===== config.mk =====
export PLATFORM = sky130hd
export DESIGN_NAME = prio_override_table
export DESIGN_NICKNAME = d
export VERILOG_FILES = /design/src/rtl/pot_pkg.sv /design/src/rtl/pot_cmd_ctl.sv /design/src/rtl/pot_store.sv /design/src/rtl/pot_lookup.sv /design/src/rtl/prio_override_table.sv
export SDC_FILE = /design/constraint.sdc
export NUM_CORES = 1
export LEC_CHECK = 0
export BUFFER_PORTS_ARGS = -buffer_cell sky130_fd_sc_hd__buf_4
export CAP_MARGIN = 20
export CORE_MARGIN = 8
export CORE_UTILIZATION = 50
export CTS_CLUSTER_SIZE = 30
export DETAILED_ROUTE_END_ITERATION = 7
export PLACE_DENSITY_LB_ADDON = 0.25
export SLEW_MARGIN = 5
export SYNTH_ARGS = -nofsm -noshare
export SYNTH_HDL_FRONTEND = slang
export SYNTH_SLANG_ARGS = --single-unit

===== constraint.sdc =====
create_clock -name clk -period 4.78 [get_ports clk]
set_clock_uncertainty 0.05 [all_clocks]
set_input_delay 0 -clock clk [delete_from_list [all_inputs] [get_ports clk]]
set_output_delay 0 -clock clk [all_outputs]
set_load 0.01 [all_outputs]

===== src/rtl/pot_pkg.sv =====
package pot_pkg;
    localparam int CMD_W      = 16;
    localparam int TYPE_BITS  = 4;
    localparam int QPRI_W     = 2;
    localparam int FPRI_W     = 3;
    localparam int BIT_BUSY   = 15;
    localparam int BIT_SEL    = 12;
    localparam int PTR_LO     = 8;
    localparam int BIT_EN     = 3;
    localparam int BIT_AVB_EN = 7;
    localparam int AVB_LO     = 4;

    typedef enum logic {
        ST_IDLE   = 1'b0,
        ST_COMMIT = 1'b1
    } cmd_state_e;

    typedef struct packed {
        logic              q_en;
        logic [QPRI_W-1:0] q_pri;
        logic              a_en;
        logic [QPRI_W-1:0] a_pri;
        logic              f_en;
        logic [FPRI_W-1:0] f_pri;
    } ovr_entry_t;
endpackage


===== src/rtl/pot_cmd_ctl.sv =====
module pot_cmd_ctl
    import pot_pkg::*;
(
    input  logic                 clk,
    input  logic                 rst_n,
    input  logic                 wr_i,
    input  logic [CMD_W-1:0]     wdata_i,
    input  ovr_entry_t           fetch_ent_i,
    output logic [TYPE_BITS-1:0] fetch_ptr_o,
    output logic [CMD_W-1:0]     cmd_o,
    output logic                 upd_en_o,
    output logic                 upd_sel_o,
    output logic [TYPE_BITS-1:0] upd_ptr_o,
    output ovr_entry_t           upd_ent_o
);
    cmd_state_e       st_q, st_nxt;
    logic [CMD_W-1:0] cmd_q;
    logic [CMD_W-1:0] fetch_word;

    // Read port address for a fetch comes straight from the incoming word
    assign fetch_ptr_o = wdata_i[PTR_LO +: TYPE_BITS];

    // Word presented after a fetch: only the addressed table's fields are filled
    always_comb begin
        fetch_word = '0;
        fetch_word[PTR_LO +: TYPE_BITS] = wdata_i[PTR_LO +: TYPE_BITS];
        fetch_word[BIT_SEL] = wdata_i[BIT_SEL];
        if (wdata_i[BIT_SEL]) begin
            fetch_word[BIT_EN]        = fetch_ent_i.f_en;
            fetch_word[FPRI_W-1:0]    = fetch_ent_i.f_pri;
        end else begin
            fetch_word[BIT_EN]                = fetch_ent_i.q_en;
            fetch_word[QPRI_W-1:0]            = fetch_ent_i.q_pri;
            fetch_word[BIT_AVB_EN]            = fetch_ent_i.a_en;
            fetch_word[AVB_LO +: QPRI_W]      = fetch_ent_i.a_pri;
        end
    end

    // Next-state logic
    always_comb begin
        st_nxt = st_q;
        unique case (st_q)
            ST_IDLE:   if (wr_i && wdata_i[BIT_BUSY]) st_nxt = ST_COMMIT;
            ST_COMMIT: st_nxt = ST_IDLE;
            default:   st_nxt = ST_IDLE;
        endcase
    end

    // State register
    always_ff @(posedge clk or negedge rst_n) begin
        if (!rst_n) st_q <= ST_IDLE;
        else        st_q <= st_nxt;
    end

    // Command word register
    always_ff @(posedge clk or negedge rst_n) begin
        if (!rst_n) begin
            cmd_q <= '0;
        end else begin
            unique case (st_q)
                ST_IDLE: begin
                    if (wr_i) cmd_q <= wdata_i[BIT_BUSY] ? wdata_i : fetch_word;
                end
                ST_COMMIT: cmd_q[BIT_BUSY] <= 1'b0;
                default: cmd_q <= cmd_q;
            endcase
        end
    end

    assign cmd_o     = cmd_q;
    assign upd_en_o  = (st_q == ST_COMMIT);
    assign upd_sel_o = cmd_q[BIT_SEL];
    assign upd_ptr_o = cmd_q[PTR_LO +: TYPE_BITS];

    always_comb begin
        upd_ent_o       = '0;
        upd_ent_o.q_en  = cmd_q[BIT_EN];
        upd_ent_o.q_pri = cmd_q[QPRI_W-1:0];
        upd_ent_o.a_en  = cmd_q[BIT_AVB_EN];
        upd_ent_o.a_pri = cmd_q[AVB_LO +: QPRI_W];
        upd_ent_o.f_en  = cmd_q[BIT_EN];
        upd_ent_o.f_pri = cmd_q[FPRI_W-1:0];
    end
endmodule


===== src/rtl/pot_store.sv =====
module pot_store
    import pot_pkg::*;
#(
    parameter int NUM_TYPES = 16
) (
    input  logic                 clk,
    input  logic                 rst_n,
    input  logic                 upd_en_i,
    input  logic                 upd_sel_i,
    input  logic [TYPE_BITS-1:0] upd_ptr_i,
    input  ovr_entry_t           upd_ent_i,
    input  logic [TYPE_BITS-1:0] fetch_ptr_i,
    output ovr_entry_t           fetch_ent_o,
    input  logic [TYPE_BITS-1:0] lk_ptr_i,
    output ovr_entry_t           lk_ent_o
);
    ovr_entry_t ent_q [NUM_TYPES];

    for (genvar gi = 0; gi < NUM_TYPES; gi++) begin : g_ent
        logic hit;
        assign hit = upd_en_i && (upd_ptr_i == TYPE_BITS'(gi));
        always_ff @(posedge clk or negedge rst_n) begin
            if (!rst_n) begin
                ent_q[gi] <= '0;
            end else if (hit) begin
                if (upd_sel_i) begin
                    ent_q[gi].f_en  <= upd_ent_i.f_en;
                    ent_q[gi].f_pri <= upd_ent_i.f_pri;
                end else begin
                    ent_q[gi].q_en  <= upd_ent_i.q_en;
                    ent_q[gi].q_pri <= upd_ent_i.q_pri;
                    ent_q[gi].a_en  <= upd_ent_i.a_en;
                    ent_q[gi].a_pri <= upd_ent_i.a_pri;
                end
            end
        end
    end

    always_comb begin
        fetch_ent_o = '0;
        lk_ent_o    = '0;
        for (int k = 0; k < NUM_TYPES; k++) begin
            if (fetch_ptr_i == TYPE_BITS'(k)) fetch_ent_o = ent_q[k];
            if (lk_ptr_i == TYPE_BITS'(k))    lk_ent_o    = ent_q[k];
        end
    end
endmodule


===== src/rtl/pot_lookup.sv =====
module pot_lookup
    import pot_pkg::*;
(
    input  ovr_entry_t        ent_i,
    input  logic              avb_i,
    input  logic [QPRI_W-1:0] qpri_i,
    input  logic [FPRI_W-1:0] fpri_i,
    output logic [QPRI_W-1:0] qpri_o,
    output logic              qovr_o,
    output logic [FPRI_W-1:0] fpri_o,
    output logic              fovr_o
);
    logic              sel_en;
    logic [QPRI_W-1:0] sel_pri;

    always_comb begin
        sel_en  = avb_i ? ent_i.a_en  : ent_i.q_en;
        sel_pri = avb_i ? ent_i.a_pri : ent_i.q_pri;
        qovr_o  = sel_en;
        qpri_o  = sel_en ? sel_pri : qpri_i;
        fovr_o  = ent_i.f_en;
        fpri_o  = ent_i.f_en ? ent_i.f_pri : fpri_i;
    end
endmodule


===== src/rtl/prio_override_table.sv =====
module prio_override_table
    import pot_pkg::*;
#(
    parameter int NUM_TYPES = 16
) (
    input  logic        clk,
    input  logic        rst_n,
    input  logic        cfg_wr,
    input  logic [15:0] cfg_wdata,
    output logic [15:0] cfg_rdata,
    input  logic [3:0]  lk_type,
    input  logic        lk_avb,
    input  logic [1:0]  in_qpri,
    input  logic [2:0]  in_fpri,
    output logic [1:0]  out_qpri,
    output logic        out_qovr,
    output logic [2:0]  out_fpri,
    output logic        out_fovr
);
    ovr_entry_t           fetch_ent, upd_ent, lk_ent;
    logic [TYPE_BITS-1:0] fetch_ptr, upd_ptr;
    logic                 upd_en, upd_sel;

    pot_cmd_ctl u_ctl (
        .clk        (clk),
        .rst_n      (rst_n),
        .wr_i       (cfg_wr),
        .wdata_i    (cfg_wdata),
        .fetch_ent_i(fetch_ent),
        .fetch_ptr_o(fetch_ptr),
        .cmd_o      (cfg_rdata),
        .upd_en_o   (upd_en),
        .upd_sel_o  (upd_sel),
        .upd_ptr_o  (upd_ptr),
        .upd_ent_o  (upd_ent)
    );

    pot_store #(.NUM_TYPES(NUM_TYPES)) u_store (
        .clk        (clk),
        .rst_n      (rst_n),
        .upd_en_i   (upd_en),
        .upd_sel_i  (upd_sel),
        .upd_ptr_i  (upd_ptr),
        .upd_ent_i  (upd_ent),
        .fetch_ptr_i(fetch_ptr),
        .fetch_ent_o(fetch_ent),
        .lk_ptr_i   (lk_type),
        .lk_ent_o   (lk_ent)
    );

    pot_lookup u_lk (
        .ent_i (lk_ent),
        .avb_i (lk_avb),
        .qpri_i(in_qpri),
        .fpri_i(in_fpri),
        .qpri_o(out_qpri),
        .qovr_o(out_qovr),
        .fpri_o(out_fpri),
        .fovr_o(out_fovr)
    );
endmodule


==> results.md, run 1 <==
- The flow ran to the end, and the final reports show no timing, DRC or antenna violations.
- The count of buffers added by post-CTS timing repair for setup is 0.
- Setup repair after global routing left no endpoint under its margin.
- The worst setup path category is in2out.
- The fraction of power spent switching nets is 30.9%.
- The capture point of the worst reg-to-reg path is u_store.ent_q[38].
- For the pin with the worst max-slew slack, the measured transition is 1.06 ns.
- The start point of the critical path is lk_type[0].
- The path class of the tightest hold or removal check is in2reg.
- The headroom to the max-slew limit is 29.0%.
- The number of synthesis warnings is 0.
- The total global routing track utilization is 26.1%.
- Internal power comes to 3.11 mW.
- The startpoint identified for the worst register-to-register timing path is u_ctl.upd_en_o.
- The initial antenna violation count is 0.
- The number of endpoints failing setup at the final stage is 0.
- The number of vias after detailed routing is 8548.
- Gates resized during post-CTS repair numbered 0.
- From synthesis to final layout, the design area changed by 12.4%.
- The antenna diode count is 0.
- Summed over all nets, the switching power comes to 1.39 mW.
- The post-synthesis sequential area ratio is 42.7%.
- Among all flip-flop cells after synthesis, the most frequent one is dfrtp_1.
- The share of synthesized area in the top cell type comes to 42.7%.
- The number of nets handed over by synthesis was 1009.
- Summed over all instances, the cell type with the most area after synthesis is dfrtp_1.
- After floorplanning, the core was divided into 52 placement rows.
- The core box area is 20300 sq um.
- The floorplan step defined a die boundary enclosing 25600 sq um.
- The critical path's most frequent cell is buf_4.
- The synthesized netlist occupies a cell area of 10400 sq um.
- The post-layout utilization of the core is 57.4%.
- The detailed-route wire length per cell is 26.2 um.
- The total power consumption of the routed design is 4.50 mW.
- TritonCTS built the clock tree.
- The signal on the critical path passes through buf_4, buf_4, mux4_2, mux4_2, a221o_1, mux2_2, buf_4.
- The sum of overflow across all layers after global routing is 0.
- After clock tree synthesis, the clock-pin slew on the worst setup and hold paths is 0.07 ns.
- The maximum net fanout on the critical path is 46.
- The data required time at the worst endpoint is 4.73 ns.
- The number of buffers inserted by port buffering is 51.
- The final routed wirelength across all metal layers is 33.6 mm.
- The routed design could run at a clock period as short as 2.87 ns.
- Clock latency on the worst-skew pair, taken at its later pin, is 0.44 ns.
- The critical path ends at out_fpri[0].
- The first global-routing pass estimated 52.0 mm of wire.
- Dividing the detail-routed via count by the number of cells gives 6.66.
- The detail route stage leaves a number of antenna-violating nets equal to 0.
- Power spread over the standard cell area amounts to 386 nW/um^2.
- Per report_power, the combinational group accounts for 21.5% of the total.
- Yosys attributes the largest share of cell area to dfrtp_1 (43%), mux2_2 (19%), mux4_2 (4.6%).
- Across the run, the number of max-cap violations was 0.
- The number of flops mapped to enable cells by yosys is 0.
- In this run, CTS created clock tree buffers numbering 17.
- The count of hold-fix buffers inserted at cts is 19.
- The power share of the clock group is 32.3%.
- The final hold violation count is 0.
- In this design, the stage delay of the slowest critical-path cell is 0.57 ns.
- The kind of launch point of the worst setup path is a primary input.
- The most repeated cell in the gate-level netlist after synthesis is dfrtp_1.
- Across all register-to-register paths, the minimum setup slack is 2.34 ns.
- The max-slew violation count was 0.
- The slowest stage of the critical path is the mux4_2 cell.
- The chip width is 160 um.
- In the routed design, unresolved DRC markers number 0.
- The number of I/O pins is 52.
- The total negative slack is 0 ns.
- The commonest cells after synthesis are dfrtp_1 (177), mux2_2 (174), nand2_1 (82), nor2_1 (63), o21ai_0 (56).
- The count of state elements after synthesis is 177.
- The analysis attributes to cell leakage a power of 5.17 nW.
- STA classifies the critical path endpoint as a primary output.
- The clock tree root buffer cell is clkbuf_16.
- For this run, asynchronously set or reset flops after synthesis account for 100%.
- The share of post-route cells with drive strength above 1 is 28.7%.
- The depth of the CTS H-tree is 4.
- The maximum clock rate is 349 MHz.
- Counting distinct cell types in the post-synthesis netlist gives 59.
- Once the floorplan was initialized, standard cells occupied 51.1% of the core.
- The sequential group share of total power is 46.2%.
- The net total in the final layout is 1031.
- The final weighted congestion in routability-driven placement is 0.945.
- The number of sinks handled by clock tree synthesis is 177.
- The data arrival at the endpoint of the critical path is 2.82 ns.
- The cell count after synthesis came out at 980.
- The maximum buffer depth of the clock tree is 2.
- The pin count of the biggest net entering global routing is 178.
- The number of cell instances on the worst register-to-register path is 4.
- Before antenna repair, the detailed router went through 6 iterations.
- Across the VDD grid, the largest voltage drop is 0.000235 V.
- The post-synthesis area per instance is 10.6 sq um.
- Summed over all nets, the half-perimeter wirelength after detailed placement is 22.5 mm.
- The ratio of final minimum period to clock period is 59.9%.
- The die is 160 um tall.
- For this block, the initial DRC count from the detailed router was 965.
- The via count of the first global-routing pass came to 8426.
[power by group through the flow]
stage          registers, mW  clock network, mW  logic, mW
2_1_floorplan           1.95                  0      0.690
3_3_place_gp            2.10                  0      0.888
3_5_place_dp            2.09                  0      0.939
4_1_cts                 2.06               1.47      0.954
5_1_grt                 2.11               1.53       1.04
6_report                2.08               1.45      0.968
[critical path: cells and delay by family]
family / cells / cell delay (ns)
AOI/OAI and AO/OA: 1 / 0.27
buffers and inverters: 3 / 1.20
muxes: 3 / 1.30
[placed cells by master, fill, tap and decap left out, types with 7 or more instances in the layout]
master	count
mux2_2	174
a211o_1	7
nand3b_1	10
clkbuf_16	17
and2_1	7
buf_4	55
a22oi_1	7
mux4_2	21
inv_1	13
and3_1	9
dfrtp_1	177
a31oi_1	10
nand2b_1	16
nor3_1	13
o211ai_1	7
nand3_1	18
o21ai_0	56
nor2b_1	20
a21oi_1	43
dlygate4sd3_1	19
o22ai_1	11
a211oi_1	7
a221oi_1	14
mux2i_1	35
nor2_1	63
nand2_1	82
[metal layers]
layer  track usage [%]  up-vias  wire, um
met4              11.6        0      1290
met2              39.1      480     15100
li1                  -     3690         -
met3              5.37       81      2980
met5                 0        -         0
met1              35.9     4297     14200
[metrics by stage]
stage | std cells | worst slack, ns | hold slack [ns] | area (sq um)
floorplan | 980 | 2.94 | -0.346 | 10400
global placement | 1232 | 2.03 | 0.181 | 10800
detailed placement | 1234 | 1.96 | 0.186 | 10900
CTS | 1283 | 1.96 | 0.100 | 11700
global route | 1283 | 1.81 | 0.177 | 11700
finish | 1283 | 1.91 | 0.120 | 11700
[layout make-up]
type / count / area [sq um]
clock buffer: 18 / 439
clock inverter: 12 / 159
fill: 1786 / 8640
inverter: 13 / 48.8
multi-input combinational: 715 / 5560
sequential: 177 / 4430
tap: 270 / 338
timing repair buffer: 78 / 689
[worst min-delay path by stage]
stage	start	endpoint	slack [ns]	cells after the start
2_1_floorplan	rst_n	u_ctl.cmd_o[0]	-0.35	0
3_3_place_gp	cfg_wdata[13]	u_ctl.cmd_o[13]	0.18	3
5_1_grt	cfg_wdata[10]	u_ctl.cmd_o[3]	0.18	4
3_5_place_dp	cfg_wdata[14]	u_ctl.cmd_o[14]	0.19	3
4_1_cts	cfg_wdata[2]	u_ctl.cmd_o[2]	0.10	5
6_report	cfg_wdata[2]	u_ctl.cmd_o[2]	0.12	5
[kinds of logic (layout without fill, tap and decap cells)]
logic type             count (synthesis)  count (layout)  share of synthesized area [%]
DFF                                  177             177                           42.7
AOI/OAI and AO/OA                    219             219                           14.1
and+or+nand+nor                      266             266                           12.6
muxes                                230             230                           26.8
buffers and inverters                 88             121                           3.77
[flip-flops by register name (all words and copies together), names as in the netlist]
signal	flops
u_store.ent_q	160
u_ctl.upd_en_o	1
u_ctl.cmd_o	16
Note: power is estimated with default switching activity, not from simulation.
==> run 2, diff against run 1 <==
==> constraint.sdc (replaced) <==
create_clock -name clk -period 2.95 [get_ports clk]
set_clock_uncertainty 0.05 [all_clocks]
set_input_delay 0 -clock clk [delete_from_list [all_inputs] [get_ports clk]]
set_output_delay 0 -clock clk [all_outputs]
set_load 0.01 [all_outputs]
==> results.md, run 2 (synthesis gave the netlist of run 1 again) <==
- After routing, the total negative slack on setup checks comes to 0 ns.
- The maximum buffer depth of the clock tree is 2.
- The worst setup path is launched from a flip-flop.
- The depth of the CTS H-tree is 4.
- 52 I/O pins were placed.
- The capture point of the worst reg-to-reg path is u_store.ent_q[85].
- The net total in the final layout is 1055.
- The initial antenna violation count is 0.
- At the end of routability-driven placement, the weighted congestion stood at 0.956.
- The first-pass GRT wire length is 52.6 mm.
- Headroom to the max-slew limit came out at 52.1%.
- The library cells used most frequently in the layout, excluding fill and tap cells, are dfrtp_1 (177), mux2_2 (174), nand2_1 (82).
- The number of flip-flops in the largest register is 160.
- The total CTS buffers is 17.
- Summed over all layers, the routed wires come to 33.7 mm.
- The chip width is 160 um.
- The maximum clock rate is 372 MHz.
- The worst-case IR drop observed on VDD is 0.000308 V.
- The antenna diode count is 0.
- The share of post-route cells with drive strength above 1 is 30.5%.
- The smallest clock period supported by the final layout is computed as 2.69 ns.
- The transition at the pin with the smallest max-transition slack is 0.718 ns.
- In this run the static leakage power is 5.29 nW.
- The data required time at the worst endpoint is 2.90 ns.
- The total global routing track utilization is 26.4%.
- The number of maximum-capacitance violations is 0.
- Leaving out fill and tap cells, the most frequent cell in the layout is dfrtp_1.
- The wire-length estimate of the detail-placed layout is 23.6 mm.
- The floorplan has 52 rows.
- For this block, the initial DRC count from the detailed router was 1046.
- The reg-to-reg startpoint is u_ctl.cmd_o[10].
- The number of vias after detailed routing is 8662.
- The CTS tree is yes.
- In the final routed layout, each cell accounts on average for 25.8 um.
- The count of TritonRoute iterations in the first routing pass is 5.
- The flow ran to the end, and the final reports show no timing, DRC or antenna violations.
- Buffers added to address setup during post-CTS repair amount to 0.
- The max-slew violation count was 0.
- The maximum net fanout on the critical path is 3.
- Entering global routing, the biggest net connects 77 pins.
- The number of nets still failing antenna checks after routing is 0.
- For flop-to-flop paths, the worst setup slack is 0.66 ns.
- After detailed routing, the number of remaining DRC violations is 0.
- u_store.ent_q holds more flip-flops than any other register.
- The sum of overflow across all layers after global routing is 0.
- Once the floorplan was initialized, standard cells occupied 51.1% of the core.
- The core region is 20300 sq um.
- The type of the most critical hold path is in2async.
- The number of endpoints failing setup at the final stage is 0.
- The floorplan step set the die height to 160 um.
- The via count of the first global-routing pass came to 8483.
- The data arrival at the endpoint of the critical path is 2.64 ns.
- The number of buffers inserted by port buffering is 51.
- The power density over the cells is 620 nW/um^2.
- The number of cell instances on the worst register-to-register path is 3.
- After clock tree synthesis, the clock-pin slew on the worst setup and hold paths is 0.07 ns.
- The number of sinks handled by clock tree synthesis is 177.
- For this run, the share of the core covered by cells in the final layout is 58.3%.
- The ratio of final minimum period to clock period is 91.2%.
- At the later pin of the worst-skew pair, clock insertion delay measures 0.44 ns.
- The final hold violation count is 0.
- Setup repair after global routing left no endpoint under its margin.
- The via count normalized by instance count is 6.62.
- The overall die area is 25600 sq um.
- STA classifies the critical path endpoint as a primary output.
- The clock tree root buffer cell is clkbuf_16.
- The worst setup path category is reg2out.
- The area added between synthesis and finish is 14.0%.
[run 2: cell types whose count changed in the layout (fill, tap and decap cells not counted)]
cell | previous run | this run
buf_16 | 2 | 0
bufinv_16 | 3 | 2
clkinvlp_4 | 4 | 2
clkbuf_8 | 1 | 6
buf_4 | 55 | 81
clkinv_4 | 0 | 3
clkinv_2 | 2 | 0
inv_8 | 1 | 0
[run 2: worst max-delay path, cell delays in order (launching register included)]
cell	delay, ns
dfrtp_1	0.39
nor2b_1	0.14
a211oi_1	0.33
o32a_1	0.22
o2111ai_1	0.12
a32oi_1	0.45
mux2_2	0.41
buf_4	0.15
[run 2: worst max path at each step]
stage	start	end	slack (ns)	cells after the start
3_5_place_dp	lk_type[0]	out_fpri[0]	0.52	6
2_1_floorplan	u_store.ent_q[16]	out_qpri[0]	1.11	5
6_report	u_store.ent_q[156]	out_qpri[0]	0.26	7
3_3_place_gp	lk_type[0]	out_fpri[0]	0.54	6
4_1_cts	u_store.ent_q[156]	out_qpri[0]	0.28	7
5_1_grt	u_store.ent_q[156]	out_qpri[0]	0.14	7
[run 2: metrics by stage]
stage	cells	setup slack (ns)	power, mW	hold slack [ns]	cell area (sq um)
6_report	1309	0.261	7.34	0.108	11800
3_5_place_dp	1258	0.523	4.91	0.0320	11000
5_1_grt	1309	0.144	7.61	0.143	11800
3_3_place_gp	1258	0.544	4.86	0.0256	11000
4_1_cts	1309	0.285	7.31	0.100	11800
2_1_floorplan	980	1.11	4.28	-0.346	10400
[run 2: routing by layer]
layer	routed length [um]	vias up	global-route usage [%]
met3	3430	100	6.07
met5	0	-	0
li1	-	3746	-
met1	14100	4273	36.4
met2	14900	543	39.0
met4	1310	0	11.3
[run 2: area by class of cell]
type,count,area (sq um)
Clock buffer,23,508
Sequential cell,177,4430
Inverter,13,48.8
Fill cell,1742,8470
Tap cell,270,338
Clock inverter,9,119
Multi-Input combinational cell,715,5560
Timing Repair Buffer,102,830
[run 2: repair_timing]
action,CTS,global route
setup endpoints to repair,0,0
resized for setup,0,0
hold buffers,19,0
endpoints found under the hold margin,87,0
[run 2: report_power, final]
part / internal, mW / switching [mW] / leakage, nW
combinational: 0.824 / 0.746 / 2.61
sequential: 2.87 / 0.503 / 2.38
clock: 1.39 / 1.00 / 0.303
==> run 3, diff against run 2 <==
--- a/config.mk
+++ b/config.mk
@@ -8,7 +8,7 @@
 export BUFFER_PORTS_ARGS = -buffer_cell sky130_fd_sc_hd__buf_4
 export CAP_MARGIN = 20
 export CORE_MARGIN = 8
-export CORE_UTILIZATION = 50
+export CORE_UTILIZATION = 62
 export CTS_CLUSTER_SIZE = 30
 export DETAILED_ROUTE_END_ITERATION = 7
 export PLACE_DENSITY_LB_ADDON = 0.25
==> results.md, run 3 (synthesis gave the netlist of run 1 again) <==
- The endpoint identified for the worst register-to-register timing path is u_store.ent_q[108].
- Routability-driven placement finished with a final weighted congestion of 1.03.
- Port buffering added 51 buffers.
- The worst register-to-register path begins at u_ctl.upd_en_o.
- The count of TritonRoute iterations in the first routing pass is 8.
- The static leakage is 5.29 nW.
- The floorplan has 47 rows.
- The sequential cell area is 4430 sq um.
- The count of buffers added by post-CTS timing repair for setup is 0.
- The starting utilization of the core area is 63.0%.
- The tree built by TritonCTS fans out to 177 sinks.
- The min-delay analysis places its worst path in the category in2reg.
- The via count normalized by instance count is 7.21.
- The maximum clock rate is 364 MHz.
- The start point of the critical path is u_store.ent_q[156].
- The via count of the first global-routing pass is 8889.
- In the layout the commonest cells are dfrtp_1 (177), mux2_2 (174), buf_4 (84).
- The clock reaches the later pin of the worst-skew pair after 0.44 ns.
- The total negative slack is 0 ns.
- The post-route non-filler standard cell count is 1264.
- Counting flops per register, the top entry is u_store.ent_q.
- Including well taps, the total number of placed cells is 1212.
- Dividing the final minimum period by the clock period gives 93.2%.
- The data required time at the worst endpoint is 2.90 ns.
- Data on the critical path arrives at its endpoint at 2.70 ns.
- The final cell area excluding filler cells is 11700 sq um.
- The share of post-route cells with drive strength above 1 is 30.5%.
- The worst setup path is of the reg2out kind.
- The detailed router finished its first iteration with 1530 violations.
- The clock tree root buffer cell is clkbuf_16.
- The number of endpoints failing setup at the final stage is 0.
- The final reports fail on DRC.
- In this run the count of I/O pins placed on the die edge is 52.
- The final critical delay including setup and external delays is 2.75 ns.
- The kind of launch point of the worst setup path is a flip-flop.
- The first-pass GRT wire length is 52.7 mm.
- The critical hold path startpoint is cfg_wdata[3].
- The sum of overflow across all layers after global routing is 0.
- The transition at the pin with the smallest max-transition slack is 0.998 ns.
- Setup repair after global routing left no endpoint under its margin.
- The core box area is 16500 sq um.
- The total global routing track utilization is 31.9%.
- The max-slew violation count was 0.
- In this run the vertical extent of the chip is 145 um.
- Max-cap violations in this run came to 0.
- The worst setup path is captured at a primary output.
- Along the worst hold path, the cell count comes to 4.
- The pin count of the biggest net entering global routing is 75.
- Compared with the post-synthesis result, the final layout area differs by 13.2%.
- The layout has 1190 filler cells.
- The post-detailed-placement cell area is 11000 sq um.
- Summing over every cut layer, the via total after detailed routing is 9116.
- The number of nets still failing antenna checks after routing is 0.
- Dividing the detail-routed wire length by the instance count gives 26.6 um.
- For hold timing, the worst endpoint is u_ctl.cmd_o[3].
- The CTS tree is yes.
- The maximum buffer depth of the clock tree is 2.
- The floorplan step defined a die boundary enclosing 21100 sq um.
- After detailed routing, the number of remaining DRC violations is 1.
- Wires add up to 33.7 mm.
- The die is 145 um wide.
- Detailed placement finished with a half-perimeter wire length of 23.0 mm.
- The clock-pin slew on the worst setup and hold paths is 0.06 ns.
- The net total in the final layout is 1060.
- The run finished, with violations left.
- The worst supply voltage drop on vdd is 0.000505 V.
- The total CTS buffers is 17.
- In the final layout, the multi-input gates occupy 5560 sq um.
- The register with the most flip-flops in the layout has 160 of them.
- The final hold violation count is 0.
- The initial antenna violation count is 0.
- Leaving out fill and tap cells, the most frequent cell in the layout is dfrtp_1.
- For this design the ratio of total power to cell area is 608 nW/um^2.
- The number of cells on the worst reg-to-reg path is 4.
- CTS built an H-tree with a depth of 4.
- The antenna diode count is 0.
- The headroom to the max-slew limit is 33.5%.
- The maximum net fanout on the critical path is 3.
- The setup check on the worst reg-to-reg path leaves a slack of 0.70 ns.
run 3: final cells by class:
class                           instances  share of cell area [%]
Timing Repair Buffer                  107                    7.55
Sequential cell                       177                    37.7
Inverter                               13                   0.416
Tap cell                              220                    2.34
Clock inverter                         11                   0.895
Clock buffer                           21                    3.75
Multi-Input combinational cell        715                    47.3
run 3: what timing repair did:
action                                 4_1_cts  5_1_grt
hold buffers                                19        0
gates resized for setup                      0        0
endpoints found under the hold margin       85        0
run 3: how the worst max path moves through the flow:
stage	end	slack, ns	depth (start not counted)
2_1_floorplan	out_qpri[0]	1.11	5
3_3_place_gp	out_fpri[0]	0.65	9
3_5_place_dp	out_qpri[0]	0.59	8
4_1_cts	out_qpri[0]	0.27	7
5_1_grt	out_qpri[0]	0.13	7
6_report	out_qpri[0]	0.20	7
run 3: stage by stage:
step / power [mW] / util [%] / hold WS [ns] / worst slack [ns]
after floorplan: 4.28 / - / -0.346 / 1.11
after global placement: 4.85 / 66.8 / 0.0163 / 0.645
after detailed placement: 4.91 / 66.8 / 0.0193 / 0.594
after CTS: 7.08 / 71.2 / 0.00537 / 0.272
after global routing: 7.40 / 71.3 / 0.0256 / 0.131
final: 7.14 / 71.3 / 0.0126 / 0.200
run 3: where the power goes:
group          internal, mW  total, mW  switching, mW
combinational         0.831       1.59          0.757
sequential             2.87       3.39          0.527
clock                  1.17       2.16          0.987
run 3: worst max-delay path: stages, from the launching register on:
cell and delay [ns]:
dfrtp_1 0.39, nor2b_1 0.14, a211oi_1 0.37, o32a_1 0.23
o2111ai_1 0.13, a32oi_1 0.45, mux2_2 0.41, buf_4 0.15
run 3: metal layers:
metal / GRT usage, % / routed length, um
met1: 42.0 / 12900
met2: 47.4 / 14900
met3: 9.39 / 4250
met4: 16.1 / 1700
met5: 0 / 0
